[src/rtl/regdep_pkg.sv]
package regdep_pkg;
    localparam int DEF_UNITS = 4;
    localparam int DEF_REGS  = 16;
endpackage

[src/rtl/regdep_picker.sv]
module regdep_picker #(
    parameter int N = 4
) (
    input  logic [N-1:0] req,
    output logic [N-1:0] grant
);
    always_comb begin
        logic taken;
        taken = 1'b0;
        grant = '0;
        for (int i = 0; i < N; i++) begin
            if (req[i] && !taken) begin
                grant[i] = 1'b1;
                taken    = 1'b1;
            end
        end
    end
endmodule

[src/rtl/regdep_row.sv]
module regdep_row #(
    parameter int NREG = 16
) (
    input  logic            clk,
    input  logic            rst,
    input  logic            load,
    input  logic [NREG-1:0] dst_oh,
    input  logic [NREG-1:0] src_mask,
    input  logic [NREG-1:0] busy_wr,
    input  logic            go_rd,
    input  logic            go_wr,
    input  logic [NREG-1:0] wr_clear,
    output logic [NREG-1:0] rd_row,
    output logic [NREG-1:0] wr_row,
    output logic [NREG-1:0] wait_row
);
    typedef struct packed {
        logic [NREG-1:0] rd;
        logic [NREG-1:0] wr;
        logic [NREG-1:0] wt;
    } row_t;

    row_t row_d, row_q;

    always_comb begin
        row_d = row_q;
        if (load) begin
            row_d.rd = src_mask;
            row_d.wr = dst_oh;
            row_d.wt = src_mask & busy_wr;
        end else begin
            if (go_rd) row_d.rd = '0;
            if (go_wr) row_d.wr = '0;
            row_d.wt = row_q.wt & ~wr_clear;
        end
    end

    always_ff @(posedge clk) begin
        if (rst) row_q <= '0;
        else     row_q <= row_d;
    end

    assign rd_row   = row_q.rd;
    assign wr_row   = row_q.wr;
    assign wait_row = row_q.wt;


    rd_clear_chk: assert property (@(posedge clk) disable iff (rst)
        (go_rd && !load) |=> (row_q.rd == '0));


    wr_clear_chk: assert property (@(posedge clk) disable iff (rst)
        (go_wr && !load) |=> (row_q.wr == '0));


    tag_onehot_chk: assert property (@(posedge clk) disable iff (rst)
        load |=> $onehot(row_q.wr));
endmodule

[src/rtl/regdep_matrix.sv]
module regdep_matrix
    import regdep_pkg::*;
#(
    parameter int NUM_UNITS = DEF_UNITS,
    parameter int NUM_REGS  = DEF_REGS,
    localparam int UNIT_W   = (NUM_UNITS > 1) ? $clog2(NUM_UNITS) : 1,
    localparam int REG_W    = (NUM_REGS > 1) ? $clog2(NUM_REGS) : 1
) (
    input  logic                 clk,
    input  logic                 rst,
    input  logic                 issue_valid,
    input  logic [UNIT_W-1:0]    issue_unit,
    input  logic [REG_W-1:0]     issue_dst,
    input  logic [REG_W-1:0]     issue_src_a,
    input  logic                 issue_src_a_en,
    input  logic [REG_W-1:0]     issue_src_b,
    input  logic                 issue_src_b_en,
    output logic                 issue_stall,
    output logic [NUM_UNITS-1:0] go_read,
    output logic [NUM_UNITS-1:0] go_write,
    output logic [NUM_REGS-1:0]  rf_rd_en,
    output logic [NUM_REGS-1:0]  rf_wr_en,
    output logic [NUM_REGS-1:0]  rd_pending,
    output logic [NUM_REGS-1:0]  wr_pending
);
    typedef struct packed {
        logic [NUM_UNITS-1:0] readable;
    } ctl_t;

    ctl_t ctl_d, ctl_q;

    logic [NUM_REGS-1:0]  rd_row   [NUM_UNITS];
    logic [NUM_REGS-1:0]  wr_row   [NUM_UNITS];
    logic [NUM_REGS-1:0]  wait_row [NUM_UNITS];
    logic [NUM_REGS-1:0]  blk_row  [NUM_UNITS];
    logic [NUM_UNITS-1:0] wr_col   [NUM_REGS];
    logic [NUM_UNITS-1:0] load_vec, rd_any, writable, rd_req;
    logic [NUM_REGS-1:0]  dst_oh, src_mask, busy_wr;

    // issue decode
    always_comb begin
        dst_oh   = NUM_REGS'(1) << issue_dst;
        src_mask = '0;
        if (issue_src_a_en) src_mask = src_mask | (NUM_REGS'(1) << issue_src_a);
        if (issue_src_b_en) src_mask = src_mask | (NUM_REGS'(1) << issue_src_b);
        issue_stall = issue_valid && wr_pending[issue_dst];
        for (int f = 0; f < NUM_UNITS; f++)
            load_vec[f] = issue_valid && !issue_stall && (issue_unit == UNIT_W'(f));
    end

    // global OR and hazard derivation
    always_comb begin
        rd_pending = '0;
        wr_pending = '0;
        for (int f = 0; f < NUM_UNITS; f++) begin
            rd_pending = rd_pending | rd_row[f];
            wr_pending = wr_pending | wr_row[f];
            blk_row[f] = rd_row[f] & ~wait_row[f];
            rd_any[f]  = |rd_row[f];
        end
        for (int r = 0; r < NUM_REGS; r++)
            for (int f = 0; f < NUM_UNITS; f++)
                wr_col[r][f] = wr_row[f][r];
        for (int f = 0; f < NUM_UNITS; f++) begin
            logic [NUM_REGS-1:0] others;
            others = '0;
            for (int g = 0; g < NUM_UNITS; g++)
                if (g != f) others = others | blk_row[g];
            writable[f] = (|wr_row[f]) && !rd_any[f] && !(|(wr_row[f] & others));
        end
        rd_req = ctl_q.readable & rd_any;
    end

    regdep_picker #(.N(NUM_UNITS)) i_rd_pick (.req(rd_req),   .grant(go_read));
    regdep_picker #(.N(NUM_UNITS)) i_wr_pick (.req(writable), .grant(go_write));

    // grants drive the register-file enables
    always_comb begin
        rf_rd_en = '0;
        rf_wr_en = '0;
        for (int f = 0; f < NUM_UNITS; f++) begin
            if (go_read[f])  rf_rd_en = rf_rd_en | rd_row[f];
            if (go_write[f]) rf_wr_en = rf_wr_en | wr_row[f];
        end
        busy_wr = wr_pending & ~rf_wr_en;
    end

    // registered read requests
    always_comb begin
        ctl_d = ctl_q;
        for (int f = 0; f < NUM_UNITS; f++)
            ctl_d.readable[f] = rd_any[f] && (wait_row[f] == '0);
    end

    always_ff @(posedge clk) begin
        if (rst) ctl_q <= '0;
        else     ctl_q <= ctl_d;
    end

    for (genvar f = 0; f < NUM_UNITS; f++) begin : g_row
        regdep_row #(.NREG(NUM_REGS)) i_row (
            .clk      (clk),
            .rst      (rst),
            .load     (load_vec[f]),
            .dst_oh   (dst_oh),
            .src_mask (src_mask),
            .busy_wr  (busy_wr),
            .go_rd    (go_read[f]),
            .go_wr    (go_write[f]),
            .wr_clear (rf_wr_en),
            .rd_row   (rd_row[f]),
            .wr_row   (wr_row[f]),
            .wait_row (wait_row[f])
        );


        read_delay_chk: assert property (@(posedge clk) disable iff (rst)
            go_read[f] |-> $past(rd_any[f] && (wait_row[f] == '0)));
    end

    for (genvar r = 0; r < NUM_REGS; r++) begin : g_col

        single_writer_chk: assert property (@(posedge clk) disable iff (rst)
            $onehot0(wr_col[r]));
    end


    reset_clear_chk: assert property (@(posedge clk)
        rst |=> (rd_pending == '0 && wr_pending == '0 && go_read == '0));


    stall_noload_chk: assert property (@(posedge clk) disable iff (rst)
        issue_stall |=> ((wr_pending & ~$past(wr_pending)) == '0));


    wr_en_onehot_chk: assert property (@(posedge clk) disable iff (rst)
        $onehot0(rf_wr_en));
endmodule

[config.mk]
export PLATFORM = sky130hd
export DESIGN_NAME = regdep_matrix
export DESIGN_NICKNAME = d
export VERILOG_FILES = /design/src/rtl/regdep_pkg.sv /design/src/rtl/regdep_picker.sv /design/src/rtl/regdep_row.sv /design/src/rtl/regdep_matrix.sv
export SDC_FILE = /design/constraint.sdc
export NUM_CORES = 1
export LEC_CHECK = 0
export BUFFER_PORTS_ARGS = -buffer_cell sky130_fd_sc_hd__buf_2
export CAP_MARGIN = 5
export CORE_AREA = 5 5 173 175
export DETAILED_ROUTE_END_ITERATION = 12
export DIE_AREA = 0 0 178 180
export PLACE_DENSITY = 0.55
export SYNTH_ARGS = -nofsm -noshare
export SYNTH_HDL_FRONTEND = slang
export SYNTH_SLANG_ARGS = --single-unit
[constraint.sdc]
create_clock -name clk -period 3.3 [get_ports clk]
set_input_delay 0.33 -clock clk [delete_from_list [all_inputs] [get_ports clk]]
set_output_delay 0.33 -clock clk [all_outputs]
set_load 0.005 [all_outputs]
==> flow_summary_export.csv, run 1 <==
group,metric,value,unit
yosys,yosys.cell_count.top_type,"dfxtp_1",
yosys,yosysWarnings,0,
setup_path,r2r_end,"g_row[2].i_row.wr_row[3]",
detailed_routing,ant_nets,0,
yosys,synth_top_area_share,34.5,%
placed_design,dp_hpwl,42800,um
detailed_routing,via_per_inst,6.77,
pwr,power_switching,1.71,mW
sta,skew,0.0156,ns
detailed_routing,drt-total-wl,59500,um
global_routing,grt_use_met2,51.6,%
setup_path,rr_worst_depth,9,
floorplanning,rows,62,
yosys,syn_nets,1391,
global_routing,busiest_layer,"met2",
pwr,comb_power_share,16.2,%
detailed_routing,wl_per_cell,30.1,um
sta,maxSlewHeadroom,32.0,%
yosys,synth.top_cells.by_count,"196 x dfxtp_1, 144 x nand2_1, 129 x nand3_1, 122 x a21oi_1, 78 x nor3_1",
setup_path,path_common_cell,"buf_4",
setup_path,cp_max_fo,7,
yosys,synth.avg_cell_area,8.30,um2
yosys,synth_cell_types,65,
clocking,clk_latency,0.47,ns
setup_path,cp-start-kind,"flip-flop",
yosys,netlist_instances,1372,
placed_design,port_buffers,91,
floorplanning,initial_core_util,40.2,%
sta,rsz0062_at_grt,"yes",
pwr,pwr-share-clk,40.0,%
placed_design,dpl_worst_slack,0.141,ns
sta,maxSlewViolCount,0,
sta,max_freq,300,MHz
sta,fin_ws,-0.0330,ns
sta,fin_crit,3.33,ns
global_routing,use_met3,8.76,%
floorplanning,ioPinCount,92,
floorplanning,core_area,28300,um2
setup_path,end_kind,"primary output",
sta,worst_pin_slew,1.01,ns
final_layout,fin_area,14900,um2
final_layout,utilization,52.6,%
global_routing,overflow,0,
setup_path,r2r_start,"g_row[1].i_row.wr_row[6]",
clocking,tritoncts,"yes",
pwr,p_total,5.45,mW
status,outcome,"finished with violations",
placed_design,dpl_cell_area,13300,um2
clocking,h-tree-depth,4,
setup_path,slowest_delay,0.38,ns
worst_hold_path,min_path_cells,5,
global_routing,grt.total_usage,35.4,%
yosys,ys_top_cells_by_area,"dfxtp_1 34%, nand3_1 5.7%, mux2i_1 5.6%",
yosys,synth-main-ff-cell,"dfxtp_1",
final_layout,finalNonFillerCells,1979,
pwr,peakVddDrop,0.000371,V
setup_path,crit_required,2.97,ns
clocking,cts_buffers,17,
clocking,clockBufferDepth,2,
setup_path,rrSetupSlack,0.20,ns
setup_path,cpMaxStageDelayCell,"dfxtp_4",
global_routing,grt_pass1_vias,12251,
floorplanning,dieWidth,178,um
clocking,ctsHoldBuffers,0,
pwr,p_seq_share,43.8,%
detailed_routing,drt_first_pass_iters,5,
global_routing,grt_max_degree,136,
final_layout,n_antenna_cell,0,
yosys,synth-seq-cells,196,
clocking,cts_sinks,196,
final_layout,areaGrowthSynthToFinish,30.8,%
worst_hold_path,hold_start,"issue_unit[0]",
setup_path,crit_chain,"nor4_4, buf_4, nand4_1, buf_4, and4b_2, nand2_2, buf_12, nor4_4, buf_4, a31oi_2, or2_1, buf_2",
worst_hold_path,hold_end,"g_row[3].i_row.rd_row[11]",
clocking,clockRootBuffer,"clkbuf_16",
global_routing,grt_pass1_wl,84600,um
yosys,ys_seq_area_share,34.5,%
yosys,async_flop_share,0,%
placed_design,globalplace.congestion,1.04,
pwr,p_int,3.73,mW
final_layout,drive_above_1_share,30.8,%
detailed_routing,drt-initial-drc-count,2351,
setup_path,arrival,3.00,ns
setup_path,path_buf_inv,5,
global_routing,antenna_found_initial,2,
worst_hold_path,hold_path_class,"input pin to flip-flop",
floorplanning,die_y,180,um
detailed_routing,vias,13392,
global_routing,grt_use_met1,49.5,%
status,violations,"setup timing",
yosys,synth_top_cell_by_area,"dfxtp_1",
placed_design,dp.cells,1903,
run,maxCapViolations,0,
yosys,netlist_area,11400,um2
pwr,p_leak,5.81,nW
sta,hold_ws,0.411,ns
clocking,clk_pin_slew,0.08,ns
sta,period_share,101,%
final_layout,nNetsFinal,1601,
pwr,sw_frac_of_total,31.4,%
setup_path,crit_type,"flip-flop to primary output",
sta,tns,-0.240,ns
floorplanning,die_area,32000,um2
pwr,cellPowerDensity,366,nW/um2
setup_path,crit_family,"simple AND/OR/NAND/NOR gates",
yosys,synth-edff-count,0,
sta,finalSetupViolCount,11,
detailed_routing,drc,0,
sta,finalHoldViolations,0,
[area by class of cell]
type                    instances  area [um2]
fillers                      2709       13400
multi-input cells            1051        7370
repair buffers                291        2390
inverters                      25        96.3
clock buffers                  17         425
clock inverters                15         159
well taps                     384         480
flip-flops and latches        196        3970
[worst min-delay path: stages]
cell	delay, ns
buf_2	0.12
nand3_1	0.13
a21oi_4	0.07
nand2_1	0.10
a21oi_1	0.06
[layout by cell type (no fill, tap or decap), types with 21 or more instances in the layout]
cell	instances
nor4_1	66
a21oi_1	120
buf_4	160
nor2b_1	52
nor3_1	75
dfxtp_1	173
inv_1	22
mux2i_1	64
nand2_1	144
o211ai_1	23
o31ai_2	24
buf_2	90
buf_12	25
nand3_1	129
clkbuf_16	21
nand4_1	29
o31ai_1	33
[metal layers]
metal,vias up,share of wire (%)
met5,-,0.045
met4,4,5.4
met3,220,12
met2,1083,42
met1,6403,40
li1,5682,-
[logic make-up (layout without fill, tap and decap cells)]
group	after synthesis	after routing	synth area share [%]
AOI/OAI and AO/OA	333	333	22.1
muxes	68	68	6.42
buffers and inverters	126	348	5.46
DFF	196	196	34.5
and+or+nand+nor	649	650	31.5
[what timing repair did]
item	CTS	global route
cloned	1	4
endpoints found under the setup margin	33	18
setup buffers	8	31
resized for setup	46	92
endpoints found under the hold margin	0	0
pin swaps	10	30
[worst max-delay path by stage]
stage	startpoint	endpoint	slack (ns)	cells past startpoint
6_report	g_row[0].i_row.rd_row[3]	rf_wr_en[10]	-0.03	12
5_1_grt	g_row[0].i_row.rd_row[3]	rf_wr_en[4]	-0.10	12
4_1_cts	g_row[0].i_row.rd_row[3]	rf_wr_en[10]	-0.07	12
3_5_place_dp	g_row[1].i_row.rd_row[4]	rf_wr_en[1]	0.14	9
3_3_place_gp	g_row[1].i_row.rd_row[4]	rf_wr_en[1]	0.08	9
2_1_floorplan	g_row[0].i_row.wait_row[14]	rf_wr_en[3]	0.78	9
[power by group through the flow]
stage	combinational [mW]	sequential (mW)	clock, mW
floorplan	0.389	2.44	0
global placement	0.741	2.45	0
detailed placement	0.741	2.45	0
CTS	0.773	2.39	2.16
global route	0.906	2.39	2.26
finish	0.883	2.39	2.18
[registers in the layout (all words and copies together), names as in the netlist]
signal                count
g_row.i_row.rd_row       64
g_row.i_row.wait_row     64
g_row.i_row.wr_row       64
ctl_q                     4
Power figures use the tool's default switching activity.
==> inputs of run 2 (changes only) <==
--- a/config.mk
+++ b/config.mk
@@ -7,10 +7,12 @@
 export LEC_CHECK = 0
 export BUFFER_PORTS_ARGS = -buffer_cell sky130_fd_sc_hd__buf_2
 export CAP_MARGIN = 5
-export CORE_AREA = 5 5 173 175
+export CELL_PAD_IN_SITES_DETAIL_PLACEMENT = 1
+export CELL_PAD_IN_SITES_GLOBAL_PLACEMENT = 2
+export CORE_AREA = 5 5 182 184
 export DETAILED_ROUTE_END_ITERATION = 12
-export DIE_AREA = 0 0 178 180
-export PLACE_DENSITY = 0.55
+export DIE_AREA = 0 0 187 189
+export PLACE_DENSITY = 0.77
 export SYNTH_ARGS = -nofsm -noshare
 export SYNTH_HDL_FRONTEND = slang
 export SYNTH_SLANG_ARGS = --single-unit
==> flow_summary_export.csv, run 2 (synthesized netlist as in run 1, its figures left out) <==
group,metric,value,unit
placed_design,dp_hpwl,41800,um
detailed_routing,vias,13232,
placed_design,port_buffers,91,
setup_path,r2r_start,"g_row[2].i_row.wr_row[14]",
setup_path,end_kind,"primary output",
clocking,ctsHoldBuffers,0,
setup_path,crit_required,2.97,ns
final_layout,fin_area,15700,um2
floorplanning,dieWidth,187,um
sta,finalHoldViolations,0,
floorplanning,die_area,35300,um2
final_layout,nNetsFinal,1619,
placed_design,dpl_cell_area,13200,um2
sta,tns,-0.928,ns
run,maxCapViolations,0,
setup_path,cpMaxStageDelayCell,"or3_4",
sta,maxSlewViolCount,0,
setup_path,cp-start-kind,"flip-flop",
clocking,clk_pin_slew,0.09,ns
setup_path,crit_start,"g_row[3].i_row.rd_row[15]",
setup_path,crit_family,"simple AND/OR/NAND/NOR gates",
detailed_routing,wl_per_cell,29.1,um
floorplanning,die_y,189,um
worst_hold_path,hold_path_class,"input pin to flip-flop",
clocking,cts_sinks,196,
placed_design,globalplace.congestion,0.968,
sta,finalSetupViolCount,16,
worst_hold_path,hold_end,"g_row[2].i_row.rd_row[1]",
global_routing,grt.total_usage,31.2,%
global_routing,grt_pass1_vias,12716,
global_routing,overflow,0,
status,violations,"setup timing",
detailed_routing,drt_first_pass_iters,5,
status,outcome,"finished with violations",
clocking,clockRootBuffer,"clkbuf_16",
worst_hold_path,min_path_cells,2,
clocking,clk_latency,0.48,ns
detailed_routing,drc,0,
pwr,cellPowerDensity,347,nW/um2
setup_path,crit_type,"flip-flop to primary output",
detailed_routing,drt-total-wl,58700,um
sta,period_share,103,%
sta,worst_pin_slew,0.790,ns
sta,fin_ws,-0.112,ns
setup_path,arrival,3.08,ns
worst_hold_path,hold_start,"rst",
sta,skew,0.0190,ns
clocking,tritoncts,"yes",
setup_path,slowest_delay,0.48,ns
setup_path,rr_worst_depth,8,
detailed_routing,via_per_inst,6.57,
sta,rsz0062_at_grt,"yes",
clocking,h-tree-depth,4,
floorplanning,core_area,31200,um2
final_layout,mostFrequentLayoutCell,"buf_4",
sta,maxSlewHeadroom,46.8,%
clocking,cts_buffers,17,
setup_path,path_buf_inv,3,
sta,fin_crit,3.41,ns
setup_path,r2r_end,"g_row[2].i_row.wait_row[13]",
final_layout,drive_above_1_share,36.6,%
detailed_routing,ant_nets,0,
clocking,clockBufferDepth,2,
final_layout,fillers,3657,
detailed_routing,drt-initial-drc-count,1455,
floorplanning,initial_core_util,36.4,%
final_layout,areaGrowthSynthToFinish,37.7,%
global_routing,grt_pass1_wl,84000,um
floorplanning,rows,65,
pwr,peakVddDrop,0.000399,V
final_layout,n_antenna_cell,0,
final_layout,utilization,50.2,%
pwr,p_leak,5.92,nW
setup_path,rrSetupSlack,0.22,ns
floorplanning,ioPinCount,92,
global_routing,grt_max_degree,65,
setup_path,cp_max_fo,5,
sta,max_freq,293,MHz
setup_path,crit_chain,"nor2b_1, o31ai_4, nand4_1, or3_4, buf_6, buf_16, nor4_4, nor4_2, or2_1, buf_2",
final_layout,final_cell_mix,"174 x buf_4, 152 x dfxtp_1, 143 x nand2_1, 125 x nand3_1, 119 x a21oi_1",
global_routing,antenna_found_initial,0,
-- run 2: changes by cell type in the layout (fill, tap and decap cells not counted), sizes merged --
cell / previous run / this run
buf: 287 / 304
bufbuf: 0 / 1
clkbuf: 21 / 22
clkinv: 7 / 10
inv: 31 / 27
nor2: 21 / 20
or3: 6 / 7
-- run 2: repair_timing --
action,CTS,global route
cloned,6,3
endpoints found under the setup margin,36,38
setup buffers,26,33
pin swaps,38,45
hold endpoints to repair,0,0
resized for setup,152,126
-- run 2: metal layers --
metal / GRT usage, % / share of wire (%) / wire length [um] / up-vias
met5: 0 / 0 / 0 / -
met4: 9.16 / 3.0 / 1750 / 0
met3: 6.27 / 8.3 / 4880 / 148
met2: 50.4 / 46 / 26900 / 712
met1: 42.4 / 43 / 25200 / 6667
li1: - / - / - / 5705
-- run 2: how the worst max path moves through the flow --
stage	endpoint	slack, ns	depth (start not counted)
6_report	rf_wr_en[9]	-0.11	10
5_1_grt	rf_wr_en[0]	-0.23	10
4_1_cts	rf_wr_en[15]	-0.05	11
3_5_place_dp	g_row[3].i_row.wait_row[4]	0.11	9
3_3_place_gp	rf_wr_en[14]	0.12	9
2_1_floorplan	rf_wr_en[3]	0.78	9
-- run 2: metrics by stage --
stage                     std cells  worst slack, ns  total power [mW]  hold WS [ns]
final                          2015           -0.112              5.44         0.317
after global routing           2015           -0.233              5.60         0.336
after CTS                      1979          -0.0500              5.37         0.307
after detailed placement       1916            0.110              3.17         0.450
after global placement         1916            0.123              3.16         0.440
after floorplan                1372            0.777              2.83         0.412
-- run 2: cell type report --
cell class / instances / area [um2] / area share [%]
Multi-Input combinational cell: 1051 / 7880 / 50.3
Sequential cell: 196 / 4010 / 25.6
Timing Repair Buffer: 309 / 2580 / 16.5
Tap cell: 402 / 503 / 3.21
Clock buffer: 18 / 439 / 2.80
Clock inverter: 14 / 144 / 0.918
Inverter: 25 / 108 / 0.687
-- run 2: report_power, final --
part           switching [mW]  total, mW  internal, mW
clock network            1.12       2.14          1.03
registers              0.0198       2.38          2.36
logic                   0.548      0.915         0.367
total                    1.68       5.44          3.76
